$ cat config.mk
export PLATFORM = sky130hd
export DESIGN_NAME = idle_pd_timer
export DESIGN_NICKNAME = d
export VERILOG_FILES = /design/src/rtl/pdt_pkg.sv /design/src/rtl/pdt_event_sel.sv /design/src/rtl/pdt_down_counter.sv /design/src/rtl/pdt_state_ctl.sv /design/src/rtl/idle_pd_timer.sv
export SDC_FILE = /design/constraint.sdc
export NUM_CORES = 1
export LEC_CHECK = 0
export BUFFER_PORTS_ARGS = -buffer_cell sky130_fd_sc_hd__buf_2
export CAP_MARGIN = 20
export CORE_AREA = 2 2 39 41
export CTS_BUF_LIST = sky130_fd_sc_hd__clkbuf_2 sky130_fd_sc_hd__clkbuf_4 sky130_fd_sc_hd__clkbuf_8
export CTS_CLUSTER_DIAMETER = 80
export DETAILED_ROUTE_END_ITERATION = 7
export DIE_AREA = 0 0 41 43
export PLACE_DENSITY_LB_ADDON = 0.25
export SETUP_SLACK_MARGIN = 0.15
export SYNTH_ARGS = -nofsm -noshare
export SYNTH_HDL_FRONTEND = slang
export SYNTH_SLANG_ARGS = --single-unit
$ cat constraint.sdc
create_clock -name clk -period 2.1 [get_ports clk]
set_clock_uncertainty 0.05 [all_clocks]
set_input_delay 0.315 -clock clk [delete_from_list [all_inputs] [get_ports clk]]
set_output_delay 0.315 -clock clk [all_outputs]
set_load 0.005 [all_outputs]
$ cat src/rtl/pdt_pkg.sv
package pdt_pkg;
  typedef enum logic {
    PWR_WORK  = 1'b0,
    PWR_SLEEP = 1'b1
  } pwr_state_e;
endpackage

$ cat src/rtl/pdt_event_sel.sv
// Qualifies the raw strobes: merges activity sources, picks the time base,
// and combines the two enables.
module pdt_event_sel #(
  parameter int N_SRC = 3
) (
  input  logic [N_SRC-1:0] act_vec,
  input  logic             tick_sec,
  input  logic             tick_min,
  input  logic             tick_sel_min,
  input  logic             pm_global_en,
  input  logic             pm_port_en,
  output logic             en,
  output logic             act,
  output logic             tick
);
  assign en   = pm_global_en & pm_port_en;
  assign act  = |act_vec;
  assign tick = tick_sel_min ? tick_min : tick_sec;
endmodule

$ cat src/rtl/pdt_down_counter.sv
// Loadable down-counter; load has priority over decrement.
module pdt_down_counter #(
  parameter int CNT_W = 8
) (
  input  logic             clk,
  input  logic             rst_n,
  input  logic             load,
  input  logic             dec,
  input  logic [CNT_W-1:0] load_val,
  output logic             is_zero,
  output logic             is_one
);
  localparam logic [CNT_W-1:0] ONE = CNT_W'(1);
  logic [CNT_W-1:0] cnt_q;

  always_ff @(posedge clk) begin
    if (!rst_n)      cnt_q <= '0;
    else if (load)   cnt_q <= load_val;
    else if (dec)    cnt_q <= cnt_q - ONE;
  end

  assign is_zero = (cnt_q == '0);
  assign is_one  = (cnt_q == ONE);
endmodule

$ cat src/rtl/pdt_state_ctl.sv
// Working/sleeping state register and the power-down request pulse.
module pdt_state_ctl
  import pdt_pkg::*;
(
  input  logic clk,
  input  logic rst_n,
  input  logic en,
  input  logic wake,
  input  logic expire,
  output logic sleeping,
  output logic pd_req
);
  pwr_state_e st_q, st_d;

  always_comb begin
    st_d = st_q;
    if (!en)         st_d = PWR_WORK;
    else if (wake)   st_d = PWR_WORK;
    else if (expire) st_d = PWR_SLEEP;
  end

  always_ff @(posedge clk) begin
    if (!rst_n) begin
      st_q   <= PWR_WORK;
      pd_req <= 1'b0;
    end else begin
      st_q   <= st_d;
      pd_req <= en & ~wake & expire;
    end
  end

  assign sleeping = (st_q == PWR_SLEEP);
endmodule

$ cat src/rtl/idle_pd_timer.sv
module idle_pd_timer
  import pdt_pkg::*;
#(
  parameter int CNT_W = 8
) (
  input  logic             clk,
  input  logic             rst_n,
  input  logic [CNT_W-1:0] reload_cnt,
  input  logic             tick_sel_min,
  input  logic             pm_global_en,
  input  logic             pm_port_en,
  input  logic             act_host,
  input  logic             act_irq,
  input  logic             act_ext,
  input  logic             tick_sec,
  input  logic             tick_min,
  output logic             sleeping,
  output logic             pd_req
);
  localparam int N_SRC = 3;

  logic en, act, tick;
  logic frozen, load, dec, wake, expire;
  logic is_zero, is_one;

  pdt_event_sel #(.N_SRC(N_SRC)) u_sel (
    .act_vec      ({act_ext, act_irq, act_host}),
    .tick_sec     (tick_sec),
    .tick_min     (tick_min),
    .tick_sel_min (tick_sel_min),
    .pm_global_en (pm_global_en),
    .pm_port_en   (pm_port_en),
    .en           (en),
    .act          (act),
    .tick         (tick)
  );

  // zero reload value freezes the present state
  assign frozen = (reload_cnt == '0);
  assign load   = en & act;
  assign wake   = load & ~frozen;
  assign dec    = en & tick & ~act & ~frozen & ~sleeping & ~is_zero;
  assign expire = dec & is_one;

  pdt_down_counter #(.CNT_W(CNT_W)) u_cnt (
    .clk      (clk),
    .rst_n    (rst_n),
    .load     (load),
    .dec      (dec),
    .load_val (reload_cnt),
    .is_zero  (is_zero),
    .is_one   (is_one)
  );

  pdt_state_ctl u_st (
    .clk      (clk),
    .rst_n    (rst_n),
    .en       (en),
    .wake     (wake),
    .expire   (expire),
    .sleeping (sleeping),
    .pd_req   (pd_req)
  );
endmodule

==> results.sh <==
export IMPL_layout_cells_non_filler=117
export IMPL_clk_latency_worst_skew_pair_ps=270
export IMPL_timing_worst_slew_pin_value_ps=432
export IMPL_dieArea_mm2=0.00176
export IMPL_cts_buffers=3
export IMPL_maxCapViolations=0
export IMPL_synth_distinct_cells=33
export IMPL_startpoint_to_endpoint_class_of_the_critical_path="flop to flop"
export IMPL_cts_hold_repair_buffers=0
export IMPL_critical_path_required_ps=2210
export IMPL_hold_path_class="input port to flop"
export IMPL_finalWeightedCongestion=0.779
export IMPL_yosysWarningCount=0
export IMPL_power_ir_vdd_worst_mv=0.448
export IMPL_setup_reg_to_reg_worst_slack_ps=380
export IMPL_cts_num_sinks=10
export IMPL_postCtsSetupBuffers=0
export IMPL_postSynthNetCount=99
export IMPL_leakage_power_summed_over_all_cells_nw=0.348
export IMPL_io_buffers=19
export IMPL_cpPeakStageDelay_ps=430
export IMPL_synth_cells_most_frequent="10 x sky130_fd_sc_hd__dfxtp_1, 6 x sky130_fd_sc_hd__nand2_1, 6 x sky130_fd_sc_hd__o21a_1"
export IMPL_dpl_cell_area_um2=772
export IMPL_ioPinCount=20
export IMPL_finalSetupViolations=0
export IMPL_final_area_um2=808
export IMPL_dp_hpwl_um=1250
export IMPL_worst_ep_arrival_ps=1830
export IMPL_num_nets_final=123
export IMPL_clock_h_tree_levels=1
export IMPL_post_cts_resize_count=0
export IMPL_seq_cells_post_synth=10
export IMPL_crit_chain="inv_1, ha_1, nand4b_1, and3_1, mux2_2, o21a_1"
export IMPL_tritoncts_clock_tree="yes"
export IMPL_initial_utilization_pct=48.4
export IMPL_global_route_overflow_total=0
export IMPL_timing_hold_violations_final=0
export IMPL_final_min_period_over_clock_period_pct=81.9
export IMPL_start_kind="flop"
export IMPL_std_cell_rows=14
export IMPL_yosys_area_top_type="sky130_fd_sc_hd__dfxtp_1"
export IMPL_element_type_at_the_critical_path_end="flop"
export IMPL_fillerInstances=133
export IMPL_post_synthesis_sequential_area_ratio_pct=29.9
export IMPL_run_status="complete, no violations"
export IMPL_floorplan_core_area_mm2=0.00138
export IMPL_route_detailed_vias_per_inst=5.69
export IMPL_grt_first_pass_wirelength_um=2660
export IMPL_clock_fmax_ghz=0.582
export IMPL_ffs_w_async_s_r_synth_pct=0
export IMPL_critical_path_buf_inv_count=1
export IMPL_grt_usage_pct=22.3
export IMPL_placed_cells=113
export IMPL_cp_max_fo=6
export IMPL_drt_first_pass_iters=5
export IMPL_clkSlewWorstSetupHoldPaths_ps=70
export IMPL_slew_headroom_pct=71.2
export IMPL_synth_area_per_cell_um2=8.58
export IMPL_antenna_left=0
export IMPL_synth_ff_type="sky130_fd_sc_hd__dfxtp_1"
export IMPL_first_global_vias=641
export IMPL_antenna_found_initial=0
export IMPL_post_route_min_period_ps=1720
export IMPL_syn_inst=78
export IMPL_cts_path_max_buffers=2
export IMPL_whs_ps=259
export IMPL_final_max_slew_violation_count=0
export IMPL_grt_setup_unrepaired="false"
export IMPL_drt_iter0_markers=18
export IMPL_power_density_cell_area_mw_per_mm2=605
export IMPL_syn_cell_area_um2=669
export IMPL_grt_start_max_net_pins=11
export IMPL_postLayoutCoreUtil_pct=58.4
export IMPL_synth_top_area_share_pct=29.9
export IMPL_setup_tns_final_ps=0
export IMPL_synth_most_common_cell="sky130_fd_sc_hd__dfxtp_1"
export IMPL_drt_wl_total_um=1570
export IMPL_critPathTopFamily="flip-flops"
export IMPL_final_layout_size_suffix_gt1_share_pct=30.7
export IMPL_cts_root_buffer_cell="sky130_fd_sc_hd__clkbuf_4"
export IMPL_synth_edf_count=0
export IMPL_antennaDiodeCount=0
export IMPL_chipWidth_um=41
export IMPL_cpMaxStageDelayCell="sky130_fd_sc_hd__dfxtp_1"
export IMPL_drc_errors=0
export IMPL_wire_per_inst_um=13.4
export IMPL_die_height_um=43
export IMPL_detailroute_via_count=666
export IMPL_layout_area_overhead_vs_synth_pct=20.7
export IMPL_synth_top_area_cells="sky130_fd_sc_hd__dfxtp_1 30%, sky130_fd_sc_hd__o21a_1 6.7%, sky130_fd_sc_hd__ha_1 5.6%, sky130_fd_sc_hd__mux2i_1 4.5%, sky130_fd_sc_hd__a31oi_1 3.7%"
-- worst register-to-register path, stage by stage (launching register included) --
cell and delay, ps:
sky130_fd_sc_hd__dfxtp_1 430, sky130_fd_sc_hd__inv_1 100, sky130_fd_sc_hd__ha_1 210, sky130_fd_sc_hd__nand4b_1 90, sky130_fd_sc_hd__and3_1 230, sky130_fd_sc_hd__mux2_2 350, sky130_fd_sc_hd__o21a_1 160
-- logic make-up after synthesis --
family / Yosys count / share of synthesized area (%)
adder cells (fa/ha/maj): 3 / 5.61
flip-flops: 10 / 29.9
buffers and inverters: 7 / 7.48
multiplexers: 5 / 7.85
XOR/XNOR: 1 / 1.31
AO/OA/AOI/OAI: 22 / 21.3
AND/OR/NAND/NOR: 30 / 26.5
-- sequential cells by signal, indices dropped and copies added, names as in the netlist --
signal and cells:
u_cnt.cnt_q 8, u_st.sleeping 1, u_st.pd_req 1
-- power by group --
| part | switching (mW) | internal [mW] |
|---|---|---|
| Sequential | 0.0126 | 0.200 |
| Clock | 0.0697 | 0.105 |
| Combinational | 0.0521 | 0.0496 |
| Total | 0.134 | 0.354 |
-- layout make-up --
type / instances / area, um^2 / share of cell area (%)
Multi-Input combinational cell: 61 / 419 / 51.9
Sequential cell: 10 / 200 / 24.8
Timing Repair Buffer: 22 / 118 / 14.6
Clock buffer: 4 / 36.3 / 4.49
Tap cell: 16 / 20.0 / 2.48
Inverter: 4 / 15.0 / 1.86
-- metrics by stage --
| stage | total power [mW] | worst slack, ps |
|---|---|---|
| global route | 0.514 | 285 |
| detailed placement | 0.317 | 121 |
| CTS | 0.494 | 383 |
| finish | 0.489 | 381 |
| global placement | 0.314 | 151 |
| floorplan | 0.280 | 235 |
-- metal layers --
layer / GRT usage, % / routed length (um) / part of all wire [%]
met2: 34.4 / 733 / 47
met3: 3.14 / 125 / 8.0
met1: 27.3 / 676 / 43
met5: 0 / 0 / 0
met4: 14.0 / 35 / 2.2
-- final timing paths --
check / start / endpoint / depth (start not counted)
hold reg to reg: u_cnt.cnt_q[6] / u_cnt.cnt_q[6] / 2
setup reg to reg: u_cnt.cnt_q[0] / u_cnt.cnt_q[3] / 6
setup / recovery: u_cnt.cnt_q[0] / u_cnt.cnt_q[3] / 6
hold / removal: reload_cnt[7] / u_cnt.cnt_q[7] / 3
-- layout by cell type, fill, tap and decap left out, drive strengths merged, types with 2 or more instances in the layout --
master	count
a31oi	4
nor3	2
mux2	2
o21ai	5
mux2i	3
nand2	6
and3	2
nand3	5
a21oi	2
o21a	6
nor4	3
inv	4
dfxtp	10
nand3b	2
ha	3
nor2	4
clkbuf	4
buf	22
Power figures use the tool's default switching activity.
